==> src/rtl/irql_pkg.sv <==
package irql_pkg;
  localparam int unsigned DEF_LINES = 8;
  localparam logic [7:0] WMASK_PRIMARY   = 8'hF8;
  localparam logic [7:0] WMASK_SECONDARY = 8'hDE;
  typedef enum logic {TRIG_EDGE = 1'b0, TRIG_LEVEL = 1'b1} trig_e;
endpackage

==> src/rtl/irql_mode_reg.sv <==
module irql_mode_reg #(
  parameter int unsigned          NUM_LINES = 8,
  parameter logic [NUM_LINES-1:0] WR_MASK   = '1
) (
  input  logic                 clk,
  input  logic                 rst,
  input  logic                 wr_i,
  input  logic [NUM_LINES-1:0] wdata_i,
  output logic [NUM_LINES-1:0] mode_o
);
  logic [NUM_LINES-1:0] mode_q;

  always_ff @(posedge clk) begin
    if (rst)       mode_q <= '0;
    else if (wr_i) mode_q <= wdata_i & WR_MASK;
  end

  assign mode_o = mode_q;

  AST_MODE_HOLD: assert property (@(posedge clk) disable iff (rst)
    !wr_i |=> $stable(mode_o));
  AST_MODE_SUBSET: assert property (@(posedge clk) disable iff (rst)
    wr_i |=> ((mode_o & ~$past(wdata_i)) == '0));
endmodule

==> src/rtl/irql_ack_dec.sv <==
module irql_ack_dec #(
  parameter int unsigned NUM_LINES = 8,
  localparam int unsigned IDXW = (NUM_LINES > 1) ? $clog2(NUM_LINES) : 1
) (
  input  logic                 ack_i,
  input  logic [IDXW-1:0]      idx_i,
  output logic [NUM_LINES-1:0] hit_o
);
  for (genvar i = 0; i < NUM_LINES; i++) begin : g_hit
    assign hit_o[i] = ack_i && (idx_i == IDXW'(i));
  end
endmodule

==> src/rtl/irql_line.sv <==
module irql_line (
  input  logic clk,
  input  logic rst,
  input  logic req_i,
  input  logic mode_i,
  input  logic mask_i,
  input  logic ack_hit_i,
  output logic pend_o,
  output logic new_o
);
  import irql_pkg::*;

  logic pend_q, last_q, new_q;
  logic rise, pend_d;

  always_comb begin
    rise = req_i & ~last_q;
    if (mode_i == TRIG_LEVEL) pend_d = req_i;
    else if (rise)            pend_d = 1'b1;
    else if (ack_hit_i)       pend_d = 1'b0;
    else                      pend_d = pend_q;
  end

  always_ff @(posedge clk) begin
    if (rst) begin
      pend_q <= 1'b0;
      last_q <= 1'b0;
      new_q  <= 1'b0;
    end else begin
      pend_q <= pend_d;
      last_q <= req_i;
      new_q  <= pend_d & ~pend_q & ~mask_i;
    end
  end

  assign pend_o = pend_q;
  assign new_o  = new_q;

  AST_LEVEL_TRACK: assert property (@(posedge clk) disable iff (rst)
    mode_i |=> (pend_q == $past(req_i)));
  AST_EDGE_RISE_SET: assert property (@(posedge clk) disable iff (rst)
    (!mode_i && req_i && !last_q) |=> pend_q);
  AST_EDGE_LOW_KEEPS: assert property (@(posedge clk) disable iff (rst)
    (!mode_i && !req_i && pend_q && !ack_hit_i) |=> pend_q);
  AST_ACK_EDGE_CLR: assert property (@(posedge clk) disable iff (rst)
    (!mode_i && ack_hit_i && !(req_i && !last_q)) |=> !pend_q);
  AST_MASK_NO_NEW: assert property (@(posedge clk) disable iff (rst)
    mask_i |=> !new_q);
  AST_RESET_CLEAR: assert property (@(posedge clk)
    rst |=> (!pend_q && !new_q));
  AST_ACK_RISE_WINS: assert property (@(posedge clk) disable iff (rst)
    (!mode_i && ack_hit_i && req_i && !last_q) |=> pend_q);
endmodule

==> src/rtl/irql_top.sv <==
module irql_top #(
  parameter int unsigned          NUM_LINES = irql_pkg::DEF_LINES,
  parameter logic [NUM_LINES-1:0] WR_MASK   = irql_pkg::WMASK_PRIMARY,
  localparam int unsigned IDXW = (NUM_LINES > 1) ? $clog2(NUM_LINES) : 1
) (
  input  logic                 clk,
  input  logic                 rst,
  input  logic [NUM_LINES-1:0] req_i,
  input  logic [NUM_LINES-1:0] mask_i,
  input  logic                 ack_i,
  input  logic [IDXW-1:0]      ack_idx_i,
  input  logic                 tm_wr_i,
  input  logic [NUM_LINES-1:0] tm_wdata_i,
  output logic [NUM_LINES-1:0] tm_o,
  output logic [NUM_LINES-1:0] pend_o,
  output logic [NUM_LINES-1:0] new_o
);
  logic [NUM_LINES-1:0] mode;
  logic [NUM_LINES-1:0] ack_hit;

  irql_mode_reg #(.NUM_LINES(NUM_LINES), .WR_MASK(WR_MASK)) u_mode (
    .clk(clk), .rst(rst), .wr_i(tm_wr_i), .wdata_i(tm_wdata_i), .mode_o(mode)
  );

  irql_ack_dec #(.NUM_LINES(NUM_LINES)) u_ack (
    .ack_i(ack_i), .idx_i(ack_idx_i), .hit_o(ack_hit)
  );

  for (genvar i = 0; i < NUM_LINES; i++) begin : g_line
    irql_line u_line (
      .clk(clk), .rst(rst), .req_i(req_i[i]), .mode_i(mode[i]),
      .mask_i(mask_i[i]), .ack_hit_i(ack_hit[i]),
      .pend_o(pend_o[i]), .new_o(new_o[i])
    );
  end

  assign tm_o = mode;

  AST_ACK_ONEHOT: assert property (@(posedge clk) disable iff (rst)
    $onehot0(ack_hit));
endmodule

==> config.mk <==
export PLATFORM = sky130hd
export DESIGN_NAME = irql_top
export DESIGN_NICKNAME = d
export VERILOG_FILES = /design/src/rtl/irql_pkg.sv /design/src/rtl/irql_mode_reg.sv /design/src/rtl/irql_ack_dec.sv /design/src/rtl/irql_line.sv /design/src/rtl/irql_top.sv
export SDC_FILE = /design/constraint.sdc
export NUM_CORES = 1
export LEC_CHECK = 0
export ABC_AREA = 1
export BUFFER_PORTS_ARGS = -buffer_cell sky130_fd_sc_hd__buf_4
export CELL_PAD_IN_SITES_DETAIL_PLACEMENT = 2
export CELL_PAD_IN_SITES_GLOBAL_PLACEMENT = 2
export CORE_ASPECT_RATIO = 1.1
export CORE_UTILIZATION = 23
export CTS_CLUSTER_SIZE = 12
export DETAILED_ROUTE_END_ITERATION = 12
export PLACE_DENSITY_LB_ADDON = 0.25
export SYNTH_ARGS = -nofsm -noshare
export SYNTH_HDL_FRONTEND = slang
export SYNTH_SLANG_ARGS = --single-unit
==> constraint.sdc <==
create_clock -name clk -period 0.8 [get_ports clk]
set_input_delay 0.08 -clock clk [delete_from_list [all_inputs] [get_ports clk]]
set_output_delay 0.08 -clock clk [all_outputs]
set_load 0.05 [all_outputs]
==> results.toml, run 1 <==
[outcome]
status = "complete, but fails checks"
violations = "setup timing"

[floorplanning]
fp.dieH_um = 81.9
die_w_um = 74.7
ios = 55
fp-row-count = 28
start_util_pct = 24.3
die_area_um2 = 6120
core_area_um2 = 5500

[timing]
slew_violations = 0
period_share_pct = 107
rsz0062_at_grt = "true"
hold_viol_final = 0
fin_ws_ns = -0.0600
post-route-min-period_ns = 0.860
max_freq_mhz = 1160
clock_skew_ns = 0.000832
fin_hold_ws_ns = 0.0260
finalSetupViolations = 26

[drt]
drt_first_pass_iters = 3
wl_per_cell_um = 12.1
drt-initial-drc-count = 17
route.vias.total = 1121
drt_wl_total_mm = 3.44
drtAntennaViolNets = 0
vias_per_cell = 3.96
drc = 0

[placement]
hpwl_mm = 2.65
dp_cells = 267
io_buffers = 48
routabilityCongestion = 0.723
placed_area_um2 = 1610

[grt]
antenna_found_initial = 0
grt_pass1_wl_mm = 5.62
grt_start_max_net_pins = 11
grt_overflow = 0
grt_usage_pct = 12.6
first_global_vias = 1323

[worst_setup_path]
r2r_cells = 5
worstPathMaxFanout = 3
crit_chain = "buf_8"
r2r-end = "g_line[3].u_line.new_o"
path_class = "reg -> out"
max_stage_delay_ns = 0.37
endpoint_kind = "primary output"
crit_buf_inv = 1
crit_arrival_ns = 0.78
r2r_slack_ns = -0.03
cp-start-kind = "register"
crit_family = "flip-flops"
r2r-start = "g_line[3].u_line.pend_o"
critical_path_required_ns = 0.72
slowest_stage = "dfxtp_4"

[clock_network]
clk_transition_reported_paths_ns = 0.06
clkLatencyLatePin_ns = 0.27
htree_levels = 2
clock_sinks = 29
cts_buffer_depth = 2
cts_inserted_buffers = 5
cts-root-buf = "clkbuf_8"
cts_tree = "built"

[job]
cap_violations = 0

[min_path]
min_path_type = "in -> reg"
hp-start = "rst"
min_delay_worst_endpoint = "g_line[3].u_line.last_q"
holdPathStages = 2

[finish]
layout-drive-gt1-share_pct = 54.3
fin_cells = 283
nets = 239
areaGrowthSynthToFinish_pct = 49.2
stdcell_area_um2 = 1990
num-fill-cells = 632
antenna_cells = 0

[yosys]
synth_warnings = 0
avgSynthCellArea_um2 = 8.05
ys_seq_area_share_pct = 43.4
synth_area_um2 = 1340
syn_inst = 166
ys_types = 18
synth_seq_cells = 29

[power_and_ir_drop]
leakage_nw = 0.929
peakVddDrop_mv = 0.536
power_density_nw_per_um2 = 1930
==> sequential cells by signal (all words and copies together), names as in the netlist <==
register,count
g_line.u_line.pend_o,8
u_mode.mode_o,5
g_line.u_line.new_o,8
g_line.u_line.last_q,8
==> kinds of logic (layout without fill, tap and decap cells) <==
family	count (synthesis)	after routing	share of synthesized area (%)
AOI/OAI and AO/OA	15	15	6.74
buffers and inverters	49	89	22.3
DFF	29	29	43.4
other	1	3	0.281
and+or+nand+nor	72	72	27.2
==> how the worst max path moves through the flow <==
stage                       startpoint  cells past startpoint                      to  slack [ns]
4_1_cts        g_line[5].u_line.pend_o                      1               pend_o[5]       -0.08
2_1_floorplan  g_line[3].u_line.pend_o                      2  g_line[3].u_line.new_o        0.06
5_1_grt        g_line[3].u_line.pend_o                      5  g_line[3].u_line.new_o       -0.10
3_3_place_gp                   tm_wr_i                      4        u_mode.mode_o[5]       0.001
6_report       g_line[6].u_line.pend_o                      1               pend_o[6]       -0.06
3_5_place_dp                   tm_wr_i                      4        u_mode.mode_o[3]       -0.07
==> timing repair <==
| action | in CTS | in global routing |
|---|---|---|
| endpoints found under the setup margin | 27 | 32 |
| buffers inserted | 5 | 1 |
| hold buffers | 3 | 0 |
| resized for setup | 66 | 13 |
| pin swaps | 1 | 3 |
| hold endpoints to repair | 3 | 0 |
==> worst reg2reg max path, stage by stage (launching register included) <==
cell and delay (ns):
dfxtp_4 0.36, buf_4 0.12, nand2_4 0.05, nor2_4 0.07
nand2_2 0.06, a21oi_2 0.11
==> layout make-up <==
class / count / area (um^2) / area share, %
clock buffers: 7 / 86.3 / 4.33
well taps: 75 / 93.8 / 4.71
repair buffers: 59 / 617 / 30.9
flip-flops and latches: 29 / 617 / 30.9
inverters: 23 / 86.3 / 4.33
multi-input cells: 90 / 493 / 24.7
==> layout by cell type, fill, tap and decap left out, drive strengths merged <==
cell	Yosys	final
buf	26	56
nor2	17	17
o21ai	5	5
dlygate4sd3	0	3
a21oi	10	10
inv	22	22
clkbuf	0	7
nand3	3	3
nor3	3	3
or2	5	5
clkinv	1	1
nand3b	3	3
nand2	41	41
conb	1	3
dfxtp	29	29
==> per-layer routing <==
layer,routed length [um],global-route usage (%),share of wire (%)
met1,1210,11.9,35
met2,2030,25.0,59
met3,133,3.44,3.9
met4,61,5.09,1.8
met5,0,0,0
==> synthesized netlist by cell type <==
| cell type | count | area [um^2] |
|---|---|---|
| nand2_1 | 37 | 139 |
| dfxtp_1 | 29 | 581 |
| buf_4 | 24 | 180 |
| inv_1 | 22 | 82.6 |
| nor2_1 | 10 | 37.5 |
| nor2_4 | 7 | 78.8 |
| a21oi_1 | 6 | 30.0 |
| o21ai_0 | 5 | 25.0 |
| or2_2 | 5 | 31.3 |
| a21oi_2 | 4 | 35.0 |
| nand2_2 | 4 | 25.0 |
| nand3_1 | 3 | 15.0 |
| nand3b_1 | 3 | 22.5 |
| nor3_1 | 3 | 15.0 |
| buf_12 | 1 | 20.0 |
| buf_6 | 1 | 11.3 |
| clkinv_1 | 1 | 3.75 |
| conb_1 | 1 | 3.75 |
==> power by group <==
group	internal [mW]	switching, mW
Clock	0.681	0.511
Combinational	0.446	0.558
Sequential	1.56	0.0826
==> metrics by stage <==
step | utilization (%) | total power, mW | worst slack (ns) | setup TNS (ns)
2_1_floorplan | - | 2.28 | 0.0645 | 0
3_3_place_gp | 29.3 | 2.43 | 0.00109 | 0
3_5_place_dp | 29.3 | 2.46 | -0.0694 | -0.277
4_1_cts | 35.4 | 3.89 | -0.0755 | -1.25
5_1_grt | 36.2 | 4.05 | -0.101 | -2.02
6_report | 36.2 | 3.84 | -0.0600 | -0.902
Note: power is estimated with default switching activity, not from simulation.
==> inputs of run 2 (changes only) <==
PLACE_DENSITY = 0.81   (was unset)
PLACE_DENSITY_LB_ADDON = unset   (was 0.25)
==> results.toml, run 2 (same netlist as run 1, synthesis figures left out) <==
[outcome]
status = "complete, but fails checks"
violations = "setup timing"

[power_and_ir_drop]
p_clk_share_pct = 30.5
switching_share_pct = 31.3
power_density_nw_per_um2 = 1900
power_frac_seq_pct = 43.0
total_power_mw = 3.82
switchingPower_mw = 1.20
peakVddDrop_mv = 0.577
leakage_nw = 0.938
combinationalPowerShare_pct = 26.5
internal_power_mw = 2.63

[floorplanning]
fp.dieH_um = 81.9
die_w_um = 74.7
start_util_pct = 24.3
fp-row-count = 28
ios = 55
core_area_um2 = 5500
die_area_um2 = 6120

[grt]
grt_start_max_net_pins = 14
grt_overflow = 0
grt_pass1_wl_mm = 5.46
first_global_vias = 1222
antenna_found_initial = 0
top_usage_layer = "met2"
use_met2_pct = 23.5
met3_usage_pct = 5.03
grt_util_met1_pct = 11.8
grt_usage_pct = 12.5

[worst_setup_path]
endpoint_kind = "primary output"
path_class = "reg -> out"
crit_arrival_ns = 0.86
worstPathMaxFanout = 2
cp-start-kind = "register"
crit_chain = "buf_6, buf_8"
critical_path_required_ns = 0.72
slowest_stage = "dfxtp_2"
max_stage_delay_ns = 0.33

[placement]
routabilityCongestion = 0.697
placed_area_um2 = 1650
io_buffers = 48
hpwl_mm = 2.61
dp_cells = 273
pre_cts_ws_ns = -0.0382

[timing]
finalSetupViolations = 28
max_freq_mhz = 1070
fin_hold_ws_ns = 0.0250
hold_viol_final = 0
clock_skew_ns = 0.00424
rsz0062_at_grt = "true"
slew_violations = 0
post-route-min-period_ns = 0.936
fin_ws_ns = -0.136
period_share_pct = 117
fin_tns_setup_ns = -1.50

[finish]
layout-drive-gt1-share_pct = 55.9
stdcell_area_um2 = 2010
areaGrowthSynthToFinish_pct = 50.7
antenna_cells = 0
fin_util_pct = 36.6
most-common-layout-cells = "buf_4 (36), nand2_1 (31), dfxtp_2 (18), buf_8 (18), inv_1 (17)"
nets = 243
layout_commonest_cell = "buf_4"
num-fill-cells = 640
fin_cells = 288

[drt]
drt_wl_total_mm = 3.56
drc = 0
route.vias.total = 1149
drt_first_pass_iters = 2
wl_per_cell_um = 12.3
vias_per_cell = 3.99
drtAntennaViolNets = 0
drt-initial-drc-count = 33

[min_path]
min_path_type = "in -> reg"

[clock_network]
htree_levels = 2
cts_inserted_buffers = 5
cts-root-buf = "clkbuf_8"
clock_sinks = 29
clkLatencyLatePin_ns = 0.28
clk_transition_reported_paths_ns = 0.06
cts_buffer_depth = 2
cts_tree = "built"

[job]
cap_violations = 0
==> run 2: cell types whose count changed in the layout (fill, tap and decap cells not counted), moves of 2 or more <==
| cell | previous run | this run |
|---|---|---|
| clkbuf_1 | 1 | 3 |
| a21oi_1 | 6 | 4 |
| nand2_1 | 34 | 31 |
| a21oi_2 | 4 | 6 |
| buf_4 | 32 | 36 |
| nand2_2 | 6 | 9 |
==> run 2: metal layers <==
metal  wire length [um]  share of wire (%)
met4                 64                1.8
met5                  0                  0
met2               2010                 57
met1               1270                 36
met3                211                5.9
==> run 2: what timing repair did <==
item	CTS	global route
hold buffers	3	0
hold endpoints to repair	3	0
gates resized for setup	66	17
endpoints found under the setup margin	26	32
buffers inserted	2	2
pin swaps	0	5
==> run 2: power by group through the flow <==
| stage | combinational, mW | clock (mW) | sequential [mW] |
|---|---|---|---|
| 2_1_floorplan | 0.670 | 0 | 1.61 |
| 3_3_place_gp | 0.827 | 0 | 1.62 |
| 3_5_place_dp | 0.850 | 0 | 1.63 |
| 4_1_cts | 0.986 | 1.23 | 1.64 |
| 5_1_grt | 1.08 | 1.29 | 1.66 |
| 6_report | 1.01 | 1.17 | 1.64 |
==> run 2: critical path, delay by kind of cell, from the launching register on <==
family	cells	cell delay [ns]
DFF	1	0.33
buffers and inverters	2	0.25
==> run 2: path summary, 6_finish.rpt <==
check / depth (start not counted) / endpoint / start / slack [ns]
setup / recovery: 2 / tm_o[3] / u_mode.mode_o[3] / -0.14
hold reg to reg: 2 / g_line[0].u_line.pend_o / g_line[0].u_line.pend_o / 0.49
hold / removal: 3 / g_line[4].u_line.last_q / req_i[4] / 0.03
setup reg to reg: 6 / g_line[3].u_line.new_o / u_mode.mode_o[3] / -0.09
==> run 2: cell type report <==
| type | instances | area, um^2 | area share [%] |
|---|---|---|---|
| Sequential cell | 29 | 614 | 30.5 |
| Tap cell | 75 | 93.8 | 4.66 |
| Clock buffer | 8 | 80.1 | 3.98 |
| Multi-Input combinational cell | 90 | 498 | 24.7 |
| Inverter | 23 | 88.8 | 4.41 |
| Timing Repair Buffer | 63 | 638 | 31.7 |
==> inputs of run 3 (changes only) <==
ABC_AREA = 0   (was 1)
PLACE_DENSITY = 0.79   (was 0.81)
==> results.toml, run 3 <==
[worst_setup_path]
r2r-start = "u_mode.mode_o[5]"
crit_arrival_ns = 0.79
slowest_stage = "dfxtp_4"
max_stage_delay_ns = 0.37
r2r-end = "u_mode.mode_o[5]"
crit_family = "flip-flops"
path_class = "reg -> out"
endpoint_kind = "primary output"
worstPathMaxFanout = 4
cp-start-kind = "register"
crit_buf_inv = 1
critical_path_required_ns = 0.72
r2r_cells = 3
r2r_slack_ns = -0.04
crit_chain = "buf_8"

[outcome]
violations = "hold timing, setup timing"
status = "complete, but fails checks"

[grt]
first_global_vias = 1103
grt_usage_pct = 12.2
grt_overflow = 0
grt_start_max_net_pins = 22
grt_pass1_wl_mm = 5.16
antenna_found_initial = 0

[power_and_ir_drop]
total_power_mw = 3.70
peakVddDrop_mv = 0.573
leakage_nw = 0.851
power_density_nw_per_um2 = 1920

[floorplanning]
fp.dieH_um = 78.4
die_area_um2 = 5610
ios = 55
die_w_um = 71.5
fp-row-count = 27
core_area_um2 = 5070
start_util_pct = 24.1

[placement]
routabilityCongestion = 0.620
io_buffers = 48
placed_area_um2 = 1460
dp_cells = 207
hpwl_mm = 2.09

[clock_network]
cts-root-buf = "clkbuf_8"
clock_sinks = 29
cts_inserted_buffers = 5
clkLatencyLatePin_ns = 0.28
cts_tree = "built"
htree_levels = 2
cts_buffer_depth = 2
clk_transition_reported_paths_ns = 0.06

[timing]
clock_skew_ns = 0.00458
rsz0062_at_grt = "true"
post-route-min-period_ns = 0.874
hold_viol_final = 1
fin_ws_ns = -0.0743
period_share_pct = 109
max_freq_mhz = 1140
finalSetupViolations = 23
fin_hold_ws_ns = -0.0387
slew_violations = 0

[finish]
regArea_um2 = 629
layout_commonest_cell = "buf_4"
multi_input_area_um2 = 459
num-fill-cells = 530
layout-drive-gt1-share_pct = 60.5
stdcell_area_um2 = 1930
most-common-layout-cells = "buf_4 (35), buf_8 (18), dfxtp_2 (12)"
antenna_cells = 0
fin_cells = 230
nets = 203
areaGrowthSynthToFinish_pct = 58.2

[min_path]
min_delay_worst_endpoint = "g_line[2].u_line.new_o"
hp-start = "mask_i[2]"
holdPathStages = 2
min_path_type = "in -> reg"

[yosys]
synth_warnings = 0
synth_area_um2 = 1220
syn_inst = 125
synth_common_cells = "dfxtp_1 (29), buf_4 (24), nor2_1 (12)"
synth_enable_flop_cells = 0
synth_seq_cells = 29
ys_seq_area_share_pct = 47.5
synth.largest_area_cell = "dfxtp_1"
synth_area_leaders = "dfxtp_1 (48%), buf_4 (15%), mux2i_1 (4.1%)"
post-synth-top-count-cell = "dfxtp_1"
synth_top_area_share_pct = 47.5
synth_ff_type = "dfxtp_1"
avgSynthCellArea_um2 = 9.77
ys_types = 25
synth-async-reset-ratio_pct = 0

[drt]
vias_per_cell = 4.24
drt_wl_total_mm = 3.22
route.vias.total = 976
drc = 0
drt-initial-drc-count = 30
wl_per_cell_um = 14.0
drt_first_pass_iters = 3
drtAntennaViolNets = 0

[job]
cap_violations = 0
## run 3: kinds of logic (layout without fill, tap and decap cells)
kind of cell	count (synthesis)	count (layout)	share of synthesized area, %
buffers and inverters	33	78	19.2
DFF	29	29	47.5
and+or+nand+nor	42	42	21.8
muxes	5	5	4.10
AOI/OAI and AO/OA	15	15	7.07
other	1	3	0.307
## run 3: per-stage QoR
step	TNS [ns]	util, %	worst slack [ns]
final	-0.990	38.1	-0.0743
after global routing	-1.74	38.1	-0.106
after CTS	-1.19	36.7	-0.0801
after detailed placement	-0.231	28.8	-0.0886
after global placement	-0.0427	28.8	-0.0250
after floorplan	0	-	0.102
## run 3: layout make-up
type | count | area share, %
tap | 58 | 3.76
timing repair buffer | 65 | 34.3
sequential | 29 | 32.6
inverter | 6 | 1.17
multi-input combinational | 65 | 23.8
clock buffer | 7 | 4.47
## run 3: per-layer routing
layer | global-route usage, % | wire, um | up-vias
met5 | 0 | 0 | -
met1 | 13.0 | 1330 | 459
met3 | 3.59 | 165 | 7
met4 | 3.53 | 40 | 0
met2 | 22.9 | 1680 | 37
li1 | - | - | 473
## run 3: how the worst max path moves through the flow
stage | cells past startpoint | end | from | slack, ns
after CTS | 1 | tm_o[7] | u_mode.mode_o[7] | -0.08
final | 1 | tm_o[3] | u_mode.mode_o[3] | -0.07
after global routing | 1 | tm_o[3] | u_mode.mode_o[3] | -0.11
after floorplan | 2 | g_line[3].u_line.pend_o | u_mode.mode_o[3] | 0.10
after global placement | 4 | g_line[0].u_line.pend_o | ack_idx_i[2] | -0.02
after detailed placement | 4 | g_line[4].u_line.pend_o | rst | -0.09
## run 3: power by group
part	internal (mW)	switching [mW]	leakage, nW	total, mW
clock	0.681	0.533	0.0443	1.21
combinational	0.415	0.463	0.556	0.878
sequential	1.54	0.0769	0.250	1.61
total	2.63	1.07	0.851	3.70
## run 3: repair_timing
action | in CTS | in global routing
pin swaps | 5 | 5
hold endpoints to repair | 8 | 2
buffers inserted | 9 | 0
resized for setup | 66 | 18
endpoints found under the setup margin | 22 | 29
hold buffers | 6 | 1
## run 3: worst reg2reg max path: stages, from the launching register on
cell	delay, ns
dfxtp_4	0.36
buf_6	0.12
mux2i_2	0.15
nor2_1	0.09
